**src/rtl/pic_hif_pkg.sv**
```systemverilog
package pic_hif_pkg;

    localparam int DATA_W      = 8;
    localparam int REQ_W       = 8;
    localparam int SYNC_STAGES = 2;

    // Bit positions decoded from written bytes
    localparam int B_START     = 4;
    localparam int B_SELW      = 3;
    localparam int B_NEEDMODE  = 0;
    localparam int B_SINGLE    = 1;
    localparam int B_LEVEL     = 3;
    localparam int B_RDSEL_EN  = 1;
    localparam int B_RDSEL_VAL = 0;
    localparam int B_POLL      = 2;
    localparam int B_SMM_EN    = 6;
    localparam int B_SMM_VAL   = 5;

    typedef enum logic [2:0] {
        ST_UNINIT = 3'd0,
        ST_VEC    = 3'd1,
        ST_CASC   = 3'd2,
        ST_MODE   = 3'd3,
        ST_READY  = 3'd4
    } cfg_state_e;

    typedef struct packed {
        logic        need_mode;
        logic        single;
        logic        level_trig;
        logic [4:0]  vec_base;
        logic [7:0]  casc;
        logic [4:0]  mode;
    } init_cfg_t;

    typedef struct packed {
        logic              wr;
        logic              rd;
        logic              ack;
        logic              a0;
        logic [DATA_W-1:0] data;
    } host_req_t;

    function automatic logic is_start_word(input logic a0, input logic [DATA_W-1:0] d);
        return (!a0) && d[B_START];
    endfunction

    function automatic cfg_state_e after_vec(input logic single, input logic need_mode);
        if (!single)
            return ST_CASC;
        else if (need_mode)
            return ST_MODE;
        else
            return ST_READY;
    endfunction

    function automatic cfg_state_e after_casc(input logic need_mode);
        return need_mode ? ST_MODE : ST_READY;
    endfunction

endpackage

```
**src/rtl/pic_hif_sync.sv**
```systemverilog
module pic_hif_sync
    import pic_hif_pkg::*;
#(
    parameter int WIDTH  = REQ_W,
    parameter int STAGES = SYNC_STAGES
) (
    input  logic             clk,
    input  logic             rst,
    input  logic [WIDTH-1:0] d,
    output logic [WIDTH-1:0] q
);
    logic [WIDTH-1:0] chain [STAGES];

    generate
        for (genvar s = 0; s < STAGES; s++) begin : g_stage
            always_ff @(posedge clk) begin
                if (rst)
                    chain[s] <= '0;
                else if (s == 0)
                    chain[s] <= d;
                else
                    chain[s] <= chain[(s == 0) ? 0 : s-1];
            end
        end
    endgenerate

    assign q = chain[STAGES-1];

    p_two_edge_delay_r11: assert property (@(posedge clk) disable iff (rst)
        (!$past(rst) && !$past(rst, 2)) |-> (q == $past(d, 2)))
        else $error("synchronizer latency wrong");

endmodule

```
**src/rtl/pic_hif_strobe.sv**
```systemverilog
module pic_hif_strobe #(
    parameter int N = 3
) (
    input  logic         clk,
    input  logic         rst,
    input  logic         en_n,
    input  logic [N-1:0] strobe_n,
    output logic [N-1:0] acc
);
    generate
        for (genvar i = 0; i < N; i++) begin : g_strobe
            logic idle_q;
            always_ff @(posedge clk) begin
                if (rst)
                    idle_q <= 1'b1;
                else if (!en_n)
                    idle_q <= strobe_n[i];
            end
            assign acc[i] = !en_n && !strobe_n[i] && idle_q;

            p_once_per_assert_r3: assert property (@(posedge clk) disable iff (rst)
                acc[i] |=> !acc[i])
                else $error("strobe accepted twice in a row");
        end
    endgenerate

endmodule

```
**src/rtl/pic_hif_cmd.sv**
```systemverilog
module pic_hif_cmd
    import pic_hif_pkg::*;
(
    input  logic              clk,
    input  logic              rst,
    input  logic              en_n,
    input  logic              wr_acc,
    input  logic              a0,
    input  logic [DATA_W-1:0] din,
    output init_cfg_t         cfg,
    output logic              init_done,
    output logic [DATA_W-1:0] mask,
    output logic              eoi_vld,
    output logic [DATA_W-1:0] eoi_data,
    output logic              rd_isr_sel,
    output logic              special_mask,
    output logic              poll_req
);
    cfg_state_e state;

    always_ff @(posedge clk) begin
        if (rst) begin
            state        <= ST_UNINIT;
            cfg          <= '0;
            mask         <= '0;
            eoi_vld      <= 1'b0;
            eoi_data     <= '0;
            rd_isr_sel   <= 1'b0;
            special_mask <= 1'b0;
            poll_req     <= 1'b0;
        end else begin
            eoi_vld  <= 1'b0;
            poll_req <= 1'b0;
            if (wr_acc) begin
                if (is_start_word(a0, din)) begin
                    cfg.need_mode  <= din[B_NEEDMODE];
                    cfg.single     <= din[B_SINGLE];
                    cfg.level_trig <= din[B_LEVEL];
                    cfg.vec_base   <= '0;
                    cfg.casc       <= '0;
                    cfg.mode       <= '0;
                    mask           <= '0;
                    rd_isr_sel     <= 1'b0;
                    special_mask   <= 1'b0;
                    state          <= ST_VEC;
                end else begin
                    unique case (state)
                        ST_VEC: if (a0) begin
                            cfg.vec_base <= din[7:3];
                            state        <= after_vec(cfg.single, cfg.need_mode);
                        end
                        ST_CASC: if (a0) begin
                            cfg.casc <= din;
                            state    <= after_casc(cfg.need_mode);
                        end
                        ST_MODE: if (a0) begin
                            cfg.mode <= din[4:0];
                            state    <= ST_READY;
                        end
                        ST_READY: begin
                            if (a0) begin
                                mask <= din;
                            end else if (din[B_SELW]) begin
                                if (din[B_RDSEL_EN])
                                    rd_isr_sel <= din[B_RDSEL_VAL];
                                if (din[B_SMM_EN])
                                    special_mask <= din[B_SMM_VAL];
                                poll_req <= din[B_POLL];
                            end else begin
                                eoi_vld  <= 1'b1;
                                eoi_data <= din;
                            end
                        end
                        default: ;
                    endcase
                end
            end
        end
    end

    assign init_done = (state == ST_READY);

    p_mask_needs_enable_r2: assert property (@(posedge clk) disable iff (rst)
        (!$past(rst) && $past(en_n)) |-> $stable(mask))
        else $error("mask changed on a disabled edge");

    p_done_after_addr1_write_r5: assert property (@(posedge clk) disable iff (rst)
        $rose(init_done) |-> ($past(wr_acc) && $past(a0)))
        else $error("configuration completed without a word");

    p_mask_frozen_uninit_r6: assert property (@(posedge clk) disable iff (rst)
        (!$past(rst) && !$past(init_done) && !$past(wr_acc && !a0)) |-> $stable(mask))
        else $error("mask written before configuration finished");

    p_eoi_single_cycle_r7: assert property (@(posedge clk) disable iff (rst)
        eoi_vld |=> !eoi_vld)
        else $error("end-of-service strobe longer than one cycle");

    p_poll_single_cycle_r8: assert property (@(posedge clk) disable iff (rst)
        poll_req |=> !poll_req)
        else $error("poll strobe longer than one cycle");

endmodule

```
**src/rtl/pic_hif_top.sv**
```systemverilog
module pic_hif_top
    import pic_hif_pkg::*;
(
    input  logic              clk,
    input  logic              rst,
    input  logic              clk_en_n,
    input  logic              cs_n,
    input  logic              rd_n,
    input  logic              wr_n,
    input  logic              inta_n,
    input  logic              a0,
    input  logic [DATA_W-1:0] din,
    input  logic [DATA_W-1:0] irr_in,
    input  logic [DATA_W-1:0] isr_in,
    input  logic [REQ_W-1:0]  req_async,
    output logic [DATA_W-1:0] rd_data,
    output logic              rd_vld,
    output logic [REQ_W-1:0]  req_sync,
    output logic              init_done,
    output logic              need_mode,
    output logic              single,
    output logic              level_trig,
    output logic [4:0]        vec_base,
    output logic [7:0]        casc_cfg,
    output logic [4:0]        mode_cfg,
    output logic [DATA_W-1:0] mask,
    output logic              eoi_vld,
    output logic [DATA_W-1:0] eoi_data,
    output logic              rd_isr_sel,
    output logic              special_mask,
    output logic              poll_req,
    output logic              ack_pulse
);
    localparam int N_STB = 3;
    localparam int I_WR  = 0;
    localparam int I_RD  = 1;
    localparam int I_ACK = 2;

    logic [N_STB-1:0] stb_n;
    logic [N_STB-1:0] stb_acc;
    host_req_t        req;
    init_cfg_t        cfg;

    assign stb_n[I_WR]  = wr_n | cs_n;
    assign stb_n[I_RD]  = rd_n | cs_n;
    assign stb_n[I_ACK] = inta_n;

    pic_hif_strobe #(.N(N_STB)) u_strobe (
        .clk      (clk),
        .rst      (rst),
        .en_n     (clk_en_n),
        .strobe_n (stb_n),
        .acc      (stb_acc)
    );

    assign req.wr   = stb_acc[I_WR];
    assign req.rd   = stb_acc[I_RD];
    assign req.ack  = stb_acc[I_ACK];
    assign req.a0   = a0;
    assign req.data = din;

    pic_hif_sync #(.WIDTH(REQ_W), .STAGES(SYNC_STAGES)) u_sync (
        .clk (clk),
        .rst (rst),
        .d   (req_async),
        .q   (req_sync)
    );

    pic_hif_cmd u_cmd (
        .clk          (clk),
        .rst          (rst),
        .en_n         (clk_en_n),
        .wr_acc       (req.wr),
        .a0           (req.a0),
        .din          (req.data),
        .cfg          (cfg),
        .init_done    (init_done),
        .mask         (mask),
        .eoi_vld      (eoi_vld),
        .eoi_data     (eoi_data),
        .rd_isr_sel   (rd_isr_sel),
        .special_mask (special_mask),
        .poll_req     (poll_req)
    );

    assign need_mode  = cfg.need_mode;
    assign single     = cfg.single;
    assign level_trig = cfg.level_trig;
    assign vec_base   = cfg.vec_base;
    assign casc_cfg   = cfg.casc;
    assign mode_cfg   = cfg.mode;

    always_ff @(posedge clk) begin
        if (rst) begin
            rd_data   <= '0;
            rd_vld    <= 1'b0;
            ack_pulse <= 1'b0;
        end else begin
            rd_vld    <= req.rd;
            ack_pulse <= req.ack;
            if (req.rd)
                rd_data <= req.a0 ? mask : (rd_isr_sel ? isr_in : irr_in);
        end
    end

    p_rd_vld_follows_read_r9: assert property (@(posedge clk) disable iff (rst)
        rd_vld |-> $past(req.rd))
        else $error("read response without a read");

    p_rd_data_holds_r9: assert property (@(posedge clk) disable iff (rst)
        (!$past(rst) && !$past(req.rd)) |-> $stable(rd_data))
        else $error("read data changed without a read");

    p_ack_single_r10: assert property (@(posedge clk) disable iff (rst)
        ack_pulse |=> !ack_pulse)
        else $error("acknowledge pulse too long");

endmodule

```
**config.mk**
```make
export PLATFORM = sky130hd
export DESIGN_NAME = pic_hif_top
export DESIGN_NICKNAME = d
export VERILOG_FILES = /design/src/rtl/pic_hif_pkg.sv /design/src/rtl/pic_hif_sync.sv /design/src/rtl/pic_hif_strobe.sv /design/src/rtl/pic_hif_cmd.sv /design/src/rtl/pic_hif_top.sv
export SDC_FILE = /design/constraint.sdc
export NUM_CORES = 1
export LEC_CHECK = 0
export ABC_AREA = 1
export BUFFER_PORTS_ARGS = -buffer_cell sky130_fd_sc_hd__buf_2
export CAP_MARGIN = 25
export CORE_ASPECT_RATIO = 1.1
export CORE_MARGIN = 3
export CORE_UTILIZATION = 45
export DETAILED_ROUTE_END_ITERATION = 8
export GPL_TIMING_DRIVEN = 0
export PLACE_DENSITY = 0.74
export SLEW_MARGIN = 0
export SYNTH_ARGS = -nofsm -noshare
export SYNTH_HDL_FRONTEND = slang
export SYNTH_SLANG_ARGS = --single-unit
```
**constraint.sdc**
```tcl
create_clock -name clk -period 1.4 [get_ports clk]
set_clock_uncertainty 0.15 [all_clocks]
set_input_delay 0.42 -clock clk [delete_from_list [all_inputs] [get_ports clk]]
set_output_delay 0.42 -clock clk [all_outputs]
set_load 0.005 [all_outputs]
```
==> results_tabular.tex, run 1 <==
\begin{tabular}{lr}
\hline
Metric & Value \\
\hline
\multicolumn{2}{l}{\textbf{Synth}} \\
\quad \#FFs+latches synth & 72 \\
\quad Syn. warnings & 0 \\
\quad EDFF count, synth & 0 \\
\quad Area fraction of the dominant cell type after synthesis & between 40\% and 50\% \\
\quad Most frequent cell after synthesis & sky130\_fd\_sc\_hd\_\_nand2\_1 \\
\quad Dominant synthesized flop cell & sky130\_fd\_sc\_hd\_\_dfxtp\_1 \\
\quad Seq/Total Area, Yosys & between 40 and 50\% \\
\quad Leading post-synthesis cells by instance count & sky130\_fd\_sc\_hd\_\_nand2\_1, sky130\_fd\_sc\_hd\_\_nor2\_1, sky130\_fd\_sc\_hd\_\_dfxtp\_1 \\
\quad Post-synthesis cell type count & 27 \\
\quad Async S/R FF share, synth & 0\% \\
\quad Post-synthesis average cell area & $\sim$7.3 sq um \\
\quad Gate Count Post-Synth & roughly 400 \\
\quad Cell area after synthesis & around 2900 sq um \\
\quad Cells taking the most area after synthesis & sky130\_fd\_sc\_hd\_\_dfxtp\_1, sky130\_fd\_sc\_hd\_\_nand2\_1, sky130\_fd\_sc\_hd\_\_nor2\_1, sky130\_fd\_sc\_hd\_\_inv\_1, sky130\_fd\_sc\_hd\_\_a21oi\_1 \\
\quad Post-synth top area cell & sky130\_fd\_sc\_hd\_\_dfxtp\_1 \\
\quad Synthesized netlist net count & roughly 440 \\
\multicolumn{2}{l}{\textbf{Worst setup path}} \\
\quad Startpoint class of the critical path & flop \\
\quad Critical path's slowest cell & sky130\_fd\_sc\_hd\_\_dfxtp\_4 \\
\quad Kind of end point of the critical path & output pin \\
\quad Startpoint of the worst register-to-register path & u\_cmd.state[0] \\
\quad Buffer and inverter count on the worst path & 3 \\
\quad Capture instance of the worst register-to-register path & u\_cmd.state[1] \\
\quad Depth of the most critical reg-to-reg path & 8 \\
\quad Data arrival time of the worst path & about 970 ps \\
\quad Family of cells with the greatest summed delay on the critical path & flip-flops \\
\quad Critical Path, Cell by Cell & inv\_4 -> nand3\_4 -> inv\_2 -> buf\_6 \\
\quad Delay of the slowest cell on the worst path & 360 ps \\
\quad Worst Path Max Fanout & 2 \\
\quad R2r setup slk & -40 ps \\
\quad Launch point of the worst path & u\_cmd.state[1] \\
\quad Category of the most critical setup path & reg -> out \\
\quad Required time at the worst-slack endpoint & 830 ps \\
\multicolumn{2}{l}{\textbf{Global route}} \\
\quad First-pass GRT wire length & about 12 mm \\
\quad Vias in the first global route & roughly 2.6k \\
\quad Overall overflow remaining after global route & 0 \\
\quad Antenna violations before repair & 0 \\
\quad Pin count of the biggest net entering global routing & 15 \\
\quad Overall track demand over capacity in global routing & between 20\% and 30\% \\
\multicolumn{2}{l}{\textbf{Layout}} \\
\quad Post-layout instance area & roughly 4300 sq um \\
\quad Area growth syn-to-layout & 46.3\% \\
\quad Non-Filler Instances & 611 \\
\quad Antenna diode count & 0 \\
\quad Share of layout cells above drive strength 1 & between 40\% and 50\% \\
\quad Fill cell total of the finished layout & about 530 \\
\quad Count of nets after finishing & 566 \\
\multicolumn{2}{l}{\textbf{STA}} \\
\quad Number of slew-limit violations in the final report & 0 \\
\quad Final Hold Violating Endpoints & 0 \\
\quad Setup repair after global routing missed its margin & yes \\
\quad Peak Freq & about 650 MHz \\
\quad Post-route fraction of the period consumed by the critical path & 110\% \\
\quad Post-route minimum period & $\sim$1500 ps \\
\quad Count of final setup violators & 16 \\
\quad Final worst setup slack & -139 ps \\
\quad Normalized max-slew margin & about three fifths \\
\quad Actual transition at the worst max-transition pin & 624 ps \\
\multicolumn{2}{l}{\textbf{Clock network}} \\
\quad Clock Sink Count & 72 \\
\quad Longest Clk Path Bufs & 2 \\
\quad CTS tree & yes \\
\quad CTS H-tree depth & 3 \\
\quad Clock insertion delay at the later pin of the skew report & approximately 350 ps \\
\quad Cell at the root of the clock tree & sky130\_fd\_sc\_hd\_\_clkbuf\_8 \\
\quad Clock transition at the register clock pins on the worst setup and hold paths after CTS & $\sim$80 ps \\
\quad Total clock buffers created by CTS & 9 \\
\quad Hold Buf Count CTS & 0 \\
\multicolumn{2}{l}{\textbf{Drt}} \\
\quad Number of nets still failing antenna checks after routing & 0 \\
\quad Wire length reported by the detailed router & around 8.3 mm \\
\quad Vias per std cell & 4.84 \\
\quad Detailed-route via count & 2960 \\
\quad DRC marker count from the first detailed-route iteration & 125 \\
\quad Number of remaining DRC errors & 0 \\
\quad Wire length per cell & between 10 and 15 um \\
\quad TritonRoute pass-1 iters & 4 \\
\multicolumn{2}{l}{\textbf{Placement}} \\
\quad Inst Count DP & between 500 and 600 \\
\quad Routability congestion estimate from global placement & 0.846 \\
\quad Post-Place Cell Area & between 3000 and 4000 sq um \\
\quad Number of buffers added on ports & between 90 and 100 \\
\quad Placed wire-length estimate & between 5 and 6 mm \\
\multicolumn{2}{l}{\textbf{Floorplan}} \\
\quad I/O Pins & 100 \\
\quad Starting density of the core & 46.6\% \\
\quad Die Y-Extent & between 90 and 100 um \\
\quad Area of the core region & around 6200 sq um \\
\quad Die Outline Area & about 7500 sq um \\
\quad Row count & 30 \\
\quad DIE WIDTH & about 83 um \\
\multicolumn{2}{l}{\textbf{Run status}} \\
\quad Result of the run & finished with violations \\
\quad Violations in the final reports & negative setup slack \\
\multicolumn{2}{l}{\textbf{Worst hold path}} \\
\quad Number of cells traversed by the worst hold path & 3 \\
\quad Hold EP & u\_sync.chain[0][5] \\
\quad Class of the most critical hold timing path & in -> reg \\
\quad Hold path startpoint & req\_async[5] \\
\multicolumn{2}{l}{\textbf{Power}} \\
\quad Leakage component of the power & between 2 and 2.5 nW \\
\quad Maximum ir drop on the vdd rail & roughly 0.00080 V \\
\quad Ratio of total power to cell area & roughly 1100 nW/um\^{}2 \\
\multicolumn{2}{l}{\textbf{Job}} \\
\quad Max-cap viol count & 0 \\
\hline
\end{tabular}
power breakdown:
group / switching (mW) / internal [mW]
logic: 0.284 / 0.191
clock network: 0.801 / 1.19
registers: 0.0259 / 2.10
total: 1.11 / 3.49
area by class of cell:
cell class	count	area, sq um	share of cell area, %
Inverter	49	214	5.03
Timing Repair Buffer	116	681	16.0
Buffer	11	55.1	1.29
Sequential cell	72	1490	35.1
Tap cell	80	100	2.35
Clock inverter	6	115	2.71
Clock buffer	10	128	3.00
Multi-Input combinational cell	267	1470	34.5
worst max-delay path by stage:
| stage | end | depth (start not counted) |
|---|---|---|
| after global placement | u_cmd.eoi_vld | 4 |
| final | init_done | 4 |
| after floorplan | u_cmd.eoi_data[0] | 7 |
| after CTS | init_done | 4 |
| after global routing | init_done | 4 |
| after detailed placement | u_sync.chain[0][4] | 4 |
metrics by stage:
step | TNS [ps] | hold WS [ps] | utilization (%) | setup slack (ps) | total power, mW
2_1_floorplan | -978 | 238 | - | -69.4 | 2.39
3_3_place_gp | -20310 | 239 | 56.4 | -485 | 2.55
3_5_place_dp | -22040 | 246 | 56.4 | -491 | 2.56
4_1_cts | -278 | 115 | 61.6 | -139 | 4.53
5_1_grt | -2350 | 114 | 68.2 | -180 | 4.77
6_report | -428 | 128 | 68.2 | -139 | 4.60
state kept, by name, summed over array words and instances (netlist names):
signal / flops
u_cmd.cfg: 21
rd_vld: 1
u_cmd.poll_req: 1
ack_pulse: 1
u_sync.chain: 16
rd_data: 8
u_cmd.special_mask: 1
u_cmd.eoi_vld: 1
u_cmd.eoi_data: 7
u_cmd.state: 3
u_cmd.mask: 8
u_cmd.rd_isr_sel: 1
u_strobe.g_strobe.idle_q: 3
cells by family after synthesis:
family	count (synthesis)	synth area share, %
flip-flops	72	49.6
other	1	0.129
AND/OR/NAND/NOR	207	31.5
buffers and inverters	61	8.44
AO/OA/AOI/OAI	58	10.3
what timing repair did:
item                       in CTS  in global routing
gates cloned                    0                  1
setup endpoints to repair      45                 83
buffers inserted                7                 11
pin swaps                       2                 13
gates resized for setup        24                 98
cells in the final DEF, fill, tap and decap left out, types with 8 or more instances in the layout:
master and count:
sky130_fd_sc_hd__buf_2 94, sky130_fd_sc_hd__buf_6 10, sky130_fd_sc_hd__dfxtp_1 37, sky130_fd_sc_hd__clkbuf_8 9, sky130_fd_sc_hd__nor2_1 72, sky130_fd_sc_hd__dfxtp_2 33, sky130_fd_sc_hd__inv_1 39, sky130_fd_sc_hd__or2_2 9
sky130_fd_sc_hd__o21ai_2 9, sky130_fd_sc_hd__a21oi_1 22, sky130_fd_sc_hd__nand2_2 13, sky130_fd_sc_hd__o21ai_1 8, sky130_fd_sc_hd__nand2_1 79, sky130_fd_sc_hd__buf_4 16, sky130_fd_sc_hd__a31oi_1 8
metal layers:
layer  share of wire, %  global-route usage [%]  vias up
met5                  0                       0        -
met4                2.0                    7.49        0
met3                8.5                    6.49       18
met2                 50                    34.0      111
met1                 40                    25.8     1344
li1                   -                       -     1487
worst reg2reg max path: cells and delay by family, from the launching register on:
family	cells	cell delay, ps
AO/OA/AOI/OAI	1	150
buffers and inverters	1	150
flip-flops	1	330
AND/OR/NAND/NOR	6	580
(Power assumes the default switching activity.)
==> inputs of run 2 (changes only) <==
==> constraint.sdc (replaced) <==
create_clock -name clk -period 1.4 [get_ports clk]
set_clock_uncertainty 0.15 [all_clocks]
set_input_delay 0.28 -clock clk [delete_from_list [all_inputs] [get_ports clk]]
set_output_delay 0.28 -clock clk [all_outputs]
set_load 0.005 [all_outputs]
==> run 2 against run 1 <==
Largest cell class unchanged. The run still ends with negative setup slack left. Final area down 5.9%. Maximum frequency up 5.1%. Clock power down 23%. Critical path depth unchanged. Worst setup slack better by 74 ps.
==> results_tabular.tex, run 2 (synthesized netlist as in run 1, its figures left out) <==
\begin{tabular}{lr}
\hline
Metric & Value \\
\hline
\multicolumn{2}{l}{\textbf{Drt}} \\
\quad Total length of routed met2 wires & between 3 and 4 mm \\
\quad Vias per std cell & between 4 and 5 \\
\quad Wire length reported by the detailed router & roughly 7.6 mm \\
\quad TritonRoute pass-1 iters & 4 \\
\quad Number of remaining DRC errors & 0 \\
\quad Number of nets still failing antenna checks after routing & 0 \\
\quad Uppermost layer routed & met4 \\
\quad Post-Route M1 WL & roughly 3.3 mm \\
\quad Wire length per cell & between 10 and 15 um \\
\quad DRC marker count from the first detailed-route iteration & 99 \\
\quad Detailed-route via count & between 2k and 3k \\
\quad Length of routed met3 wiring & between 500 and 600 um \\
\multicolumn{2}{l}{\textbf{Layout}} \\
\quad Count of nets after finishing & roughly 570 \\
\quad Antenna diode count & 0 \\
\quad Area growth syn-to-layout & 37.7\% \\
\quad Biggest register & u\_cmd.cfg \\
\quad Commonest non-fill, non-tap cell in the layout & sky130\_fd\_sc\_hd\_\_buf\_2 \\
\quad Non-Filler Instances & approximately 610 \\
\quad Number of flip-flops in the largest register & 21 \\
\quad Post-layout instance area & approximately 4000 sq um \\
\quad Share of layout cells above drive strength 1 & a little over a third \\
\quad Largest registers & u\_cmd.cfg x21, u\_sync.chain x16 \\
\quad Commonest cells after routing, fill and taps aside & sky130\_fd\_sc\_hd\_\_buf\_2, sky130\_fd\_sc\_hd\_\_nand2\_1, sky130\_fd\_sc\_hd\_\_nor2\_1, sky130\_fd\_sc\_hd\_\_dfxtp\_1, sky130\_fd\_sc\_hd\_\_inv\_1 \\
\multicolumn{2}{l}{\textbf{Clock network}} \\
\quad Cell at the root of the clock tree & sky130\_fd\_sc\_hd\_\_clkbuf\_8 \\
\quad Clock insertion delay at the later pin of the skew report & roughly 350 ps \\
\quad Clock Sink Count & 72 \\
\quad CTS tree & yes \\
\quad CTS H-tree depth & 3 \\
\quad Longest Clk Path Bufs & 2 \\
\quad Clock transition at the register clock pins on the worst setup and hold paths after CTS & about 90 ps \\
\quad Total clock buffers created by CTS & 9 \\
\multicolumn{2}{l}{\textbf{Worst setup path}} \\
\quad Worst Path Max Fanout & 4 \\
\quad Required time at the worst-slack endpoint & between 900 and 1000 ps \\
\quad Kind of end point of the critical path & output pin \\
\quad Data arrival time of the worst path & 1030 ps \\
\quad Startpoint class of the critical path & flop \\
\quad Category of the most critical setup path & reg -> out \\
\multicolumn{2}{l}{\textbf{STA}} \\
\quad Count of final setup violators & 3 \\
\quad Post-route minimum period & 1460 ps \\
\quad Normalized max-slew margin & between 60\% and 70\% \\
\quad Number of slew-limit violations in the final report & 0 \\
\quad Setup repair after global routing missed its margin & yes \\
\quad Peak Freq & between 600 and 700 MHz \\
\quad Post-route fraction of the period consumed by the critical path & 105\% \\
\quad Final worst setup slack & -65.0 ps \\
\quad Final Hold Violating Endpoints & 0 \\
\quad Total negative slack & -74.4 ps \\
\quad Actual transition at the worst max-transition pin & approximately 580 ps \\
\multicolumn{2}{l}{\textbf{Run status}} \\
\quad Violations in the final reports & negative setup slack \\
\quad Result of the run & finished with violations \\
\multicolumn{2}{l}{\textbf{Placement}} \\
\quad Inst Count DP & $\sim$580 \\
\quad Post-Place Cell Area & between 3000 and 4000 sq um \\
\quad Number of buffers added on ports & 98 \\
\quad Routability congestion estimate from global placement & 0.842 \\
\quad Placed wire-length estimate & approximately 5.5 mm \\
\multicolumn{2}{l}{\textbf{Global route}} \\
\quad Vias in the first global route & $\sim$2.6k \\
\quad Antenna violations before repair & 0 \\
\quad Overall overflow remaining after global route & 0 \\
\quad First-pass GRT wire length & 11.8 mm \\
\quad Overall track demand over capacity in global routing & about a fifth \\
\quad Pin count of the biggest net entering global routing & 16 \\
\multicolumn{2}{l}{\textbf{Floorplan}} \\
\quad I/O Pins & 100 \\
\quad Die Outline Area & 7460 sq um \\
\quad Die Y-Extent & 90.3 um \\
\quad DIE WIDTH & around 83 um \\
\quad Starting density of the core & 46.6\% \\
\quad Row count & 30 \\
\quad Area of the core region & just over 6000 sq um \\
\multicolumn{2}{l}{\textbf{Power}} \\
\quad Ratio of total power to cell area & 1020 nW/um\^{}2 \\
\quad Maximum ir drop on the vdd rail & roughly 0.00064 V \\
\quad Post-layout power & 4.10 mW \\
\quad Leakage component of the power & 2.00 nW \\
\multicolumn{2}{l}{\textbf{Job}} \\
\quad Max-cap viol count & 0 \\
\multicolumn{2}{l}{\textbf{Worst hold path}} \\
\quad Class of the most critical hold timing path & in -> reg \\
\hline
\end{tabular}
run 2: cell count changes in the layout (fill, tap and decap cells not counted), moves of 4 or more:
| cell | change |
|---|---|
| sky130_fd_sc_hd__buf_4 | -5 |
| sky130_fd_sc_hd__nand2_2 | -6 |
| sky130_fd_sc_hd__dfxtp_1 | +31 |
| sky130_fd_sc_hd__buf_2 | +6 |
| sky130_fd_sc_hd__buf_6 | -7 |
| sky130_fd_sc_hd__nand2_1 | +9 |
| sky130_fd_sc_hd__o21ai_2 | -4 |
| sky130_fd_sc_hd__dlygate4sd3_1 | +9 |
| sky130_fd_sc_hd__dfxtp_2 | -31 |
run 2: stage by stage:
stage / hold WS (ps) / util [%] / setup slack, ps
floorplan: 237 / - / 65.7
global placement: 239 / 56.1 / -289
detailed placement: 244 / 56.1 / -308
CTS: 2.41 / 61.4 / -79.8
global route: 29.8 / 64.2 / -112
finish: 25.0 / 64.2 / -65.0
run 2: critical path, stage by stage, from the launching register on:
cell and delay [ps]:
sky130_fd_sc_hd__dfxtp_4 360, sky130_fd_sc_hd__inv_4 60, sky130_fd_sc_hd__nand3_4 110, sky130_fd_sc_hd__inv_2 80
sky130_fd_sc_hd__buf_6 90
run 2: timing repair:
action / CTS / global route
buffers inserted: 2 / 7
endpoints found under the hold margin: 9 / 0
pin swaps: 2 / 10
gates cloned: 0 / 1
resized for setup: 16 / 52
endpoints found under the setup margin: 27 / 51
hold buffers: 9 / 0
run 2: area by class of cell:
class                   count  area (sq um)
plain buffers              12          65.1
clock buffers               9           124
clock inverters             7          61.3
fillers                   565          2230
inverters                  49           204
multi-input cells         266          1330
flip-flops and latches     72          1450
well taps                  80           100
repair buffers            117           666
run 2: final timing paths:
kind	startpoint	to	slack, ps	depth (start not counted)
setup / recovery	u_cmd.state[1]	init_done	-60	4
hold / removal	din[1]	u_cmd.eoi_data[1]	20	3
setup reg to reg	u_strobe.g_strobe[0].idle_q	u_cmd.cfg[9]	-10	5
hold reg to reg	u_sync.chain[0][2]	u_sync.chain[1][2]	250	2
run 2: power breakdown:
part	leakage, nW	total [mW]	switching, mW	internal, mW
registers	0.587	2.13	0.0261	2.10
clock network	0.0892	1.54	0.857	0.679
logic	1.33	0.433	0.253	0.180
run 2: layer usage:
layer / up-vias / global-route usage [%]
met3: 16 / 5.69
met2: 105 / 32.6
met5: - / 0
li1: 1490 / -
met4: 0 / 8.31
met1: 1262 / 25.5
==> inputs of run 3 (changes only) <==
--- a/config.mk
+++ b/config.mk
@@ -18,3 +18,4 @@
 export SYNTH_ARGS = -nofsm -noshare
 export SYNTH_HDL_FRONTEND = slang
 export SYNTH_SLANG_ARGS = --single-unit
+export TNS_END_PERCENT = 1
==> run 3 against run 2 <==
Die area did not move. The flow still finishes with violations (negative setup slack). First-iteration DRC count fell by 2.0%. Utilization fell by 2.2 points. Register-to-register slack got worse by 20 ps. Global-route usage fell by 0.12 points.
==> results_tabular.tex, run 3 (synthesized netlist as in run 1, its figures left out) <==
\begin{tabular}{lr}
\hline
Metric & Value \\
\hline
\multicolumn{2}{l}{\textbf{Run status}} \\
\quad Result of the run & finished with violations \\
\quad Violations in the final reports & negative setup slack \\
\multicolumn{2}{l}{\textbf{Placement}} \\
\quad Routability congestion estimate from global placement & $\sim$0.84 \\
\quad Placed wire-length estimate & between 5 and 6 mm \\
\quad Number of buffers added on ports & 98 \\
\quad Post-Place Cell Area & around 3500 sq um \\
\multicolumn{2}{l}{\textbf{Floorplan}} \\
\quad Die Outline Area & around 7500 sq um \\
\quad DIE WIDTH & 82.6 um \\
\quad I/O Pins & 100 \\
\quad Area of the core region & between 6000 and 7000 sq um \\
\quad Starting density of the core & a little under half \\
\quad Row count & 30 \\
\quad Die Y-Extent & around 90 um \\
\multicolumn{2}{l}{\textbf{STA}} \\
\quad Number of slew-limit violations in the final report & 0 \\
\quad Post-route fraction of the period consumed by the critical path & 104\% \\
\quad Normalized max-slew margin & about 63\% \\
\quad Peak Freq & 686 MHz \\
\quad Post-route minimum period & 1460 ps \\
\quad Count of final setup violators & 8 \\
\quad Setup repair after global routing missed its margin & yes \\
\quad Final Hold Violating Endpoints & 0 \\
\quad Actual transition at the worst max-transition pin & 553 ps \\
\quad Final worst setup slack & -56.7 ps \\
\multicolumn{2}{l}{\textbf{Power}} \\
\quad P\_sw & 1.11 mW \\
\quad Clock network fraction of design power & between 30\% and 40\% \\
\quad Proportion of power drawn by combinational gates & $\sim$10\% \\
\quad Switching part of the total & around 27\% \\
\quad Maximum ir drop on the vdd rail & 0.000638 V \\
\quad Reg power frac & between 50\% and 60\% \\
\quad P\_int & a little under 3 mW \\
\quad Leakage component of the power & $\sim$2 nW \\
\quad Ratio of total power to cell area & around 1100 nW/um\^{}2 \\
\multicolumn{2}{l}{\textbf{Clock network}} \\
\quad Clock insertion delay at the later pin of the skew report & 350 ps \\
\quad Total clock buffers created by CTS & 9 \\
\quad Longest Clk Path Bufs & 2 \\
\quad CTS H-tree depth & 3 \\
\quad Clock Sink Count & 72 \\
\quad Cell at the root of the clock tree & sky130\_fd\_sc\_hd\_\_clkbuf\_8 \\
\quad CTS tree & yes \\
\quad Clock transition at the register clock pins on the worst setup and hold paths after CTS & about 90 ps \\
\multicolumn{2}{l}{\textbf{Drt}} \\
\quad Vias per std cell & 4.67 \\
\quad Wire length reported by the detailed router & 7.38 mm \\
\quad Wire length per cell & $\sim$12 um \\
\quad Number of remaining DRC errors & 0 \\
\quad DRC marker count from the first detailed-route iteration & a little under 100 \\
\quad Detailed-route via count & $\sim$2.8k \\
\quad Number of nets still failing antenna checks after routing & 0 \\
\quad TritonRoute pass-1 iters & 4 \\
\multicolumn{2}{l}{\textbf{Layout}} \\
\quad Antenna diode count & 0 \\
\quad Number of flip-flops in the largest register & 21 \\
\quad Area growth syn-to-layout & 32.8\% \\
\quad Share of layout cells above drive strength 1 & 32.3\% \\
\quad Commonest cells after routing, fill and taps aside & sky130\_fd\_sc\_hd\_\_buf\_2, sky130\_fd\_sc\_hd\_\_nand2\_1, sky130\_fd\_sc\_hd\_\_nor2\_1, sky130\_fd\_sc\_hd\_\_dfxtp\_1, sky130\_fd\_sc\_hd\_\_inv\_1 \\
\quad Commonest non-fill, non-tap cell in the layout & sky130\_fd\_sc\_hd\_\_buf\_2 \\
\quad Fill cell total of the finished layout & 585 \\
\quad Post-layout instance area & 3860 sq um \\
\quad Count of nets after finishing & 561 \\
\quad Biggest register & u\_cmd.cfg \\
\quad Largest registers & u\_cmd.cfg x21, u\_sync.chain x16 \\
\quad Util after Layout & between 60\% and 70\% \\
\multicolumn{2}{l}{\textbf{Global route}} \\
\quad First-pass GRT wire length & roughly 12 mm \\
\quad Overall overflow remaining after global route & 0 \\
\quad Overall track demand over capacity in global routing & between 20\% and 30\% \\
\quad Pin count of the biggest net entering global routing & 16 \\
\quad Antenna violations before repair & 0 \\
\quad Vias in the first global route & about 2.5k \\
\multicolumn{2}{l}{\textbf{Worst setup path}} \\
\quad Kind of end point of the critical path & output pin \\
\quad Category of the most critical setup path & reg -> out \\
\quad Required time at the worst-slack endpoint & between 900 and 1000 ps \\
\quad Worst Path Max Fanout & 4 \\
\quad Data arrival time of the worst path & 1030 ps \\
\quad Startpoint class of the critical path & flop \\
\multicolumn{2}{l}{\textbf{Worst hold path}} \\
\quad Class of the most critical hold timing path & in -> reg \\
\multicolumn{2}{l}{\textbf{Job}} \\
\quad Max-cap viol count & 0 \\
\hline
\end{tabular}
-- run 3: changes by cell type in the layout (fill, tap and decap cells not counted), sizes merged --
| cell | change |
|---|---|
| buf | -6 |
| clkinv | -1 |
| inv | +1 |
-- run 3: routing by layer --
| metal | vias to the layer above | share of wire [%] | track usage, % |
|---|---|---|---|
| li1 | 1481 | - | - |
| met1 | 1251 | 44 | 25.5 |
| met2 | 89 | 47 | 32.8 |
| met3 | 8 | 7.7 | 5.59 |
| met4 | 0 | 1.3 | 7.22 |
| met5 | - | 0 | 0 |
-- run 3: final cells by class --
cell class	instances	area (sq um)	share of cell area [%]
sequential	72	1450	37.5
multi-input combinational	266	1250	32.4
timing repair buffer	111	617	16.0
inverter	49	196	5.09
clock buffer	9	124	3.21
tap	80	100	2.59
buffer	12	62.6	1.62
clock inverter	7	61.3	1.59
-- run 3: path summary, 6_finish.rpt --
path / from / endpoint / slack, ps / cells past startpoint
max reg2reg: u_cmd.state[0] / u_cmd.state[0] / -30 / 9
max: u_cmd.state[1] / init_done / -60 / 4
min reg2reg: u_sync.chain[0][2] / u_sync.chain[1][2] / 250 / 2
min: din[1] / u_cmd.eoi_data[1] / 30 / 3
-- run 3: per-stage QoR --
step | hold slack, ps | TNS, ps | worst slack [ps] | instances | power, mW
floorplan | 237 | 0 | 65.7 | 399 | 2.38
global placement | 239 | -10810 | -289 | 577 | 2.54
detailed placement | 244 | -11870 | -308 | 577 | 2.55
CTS | 2.41 | -362 | -79.8 | 604 | 4.11
global route | 31.4 | -1880 | -145 | 606 | 4.27
finish | 26.7 | -152 | -56.7 | 606 | 4.06
-- run 3: critical path, cell delays in order (launching register included) --
cell and delay, ps:
sky130_fd_sc_hd__dfxtp_4 360, sky130_fd_sc_hd__inv_4 60, sky130_fd_sc_hd__nand3_4 100, sky130_fd_sc_hd__inv_2 80
sky130_fd_sc_hd__buf_6 90
-- run 3: power by group through the flow --
stage / clock network [mW] / registers [mW] / logic (mW)
2_1_floorplan: 0 / 2.18 / 0.206
3_3_place_gp: 0 / 2.17 / 0.363
3_5_place_dp: 0 / 2.18 / 0.370
4_1_cts: 1.59 / 2.13 / 0.396
5_1_grt: 1.67 / 2.13 / 0.459
6_report: 1.53 / 2.13 / 0.407
-- run 3: timing repair --
item,CTS,global route
pin swaps,1,2
endpoints found under the hold margin,9,0
hold buffers,9,0
setup buffers,2,2
endpoints found under the setup margin,27,50
gates resized for setup,11,31
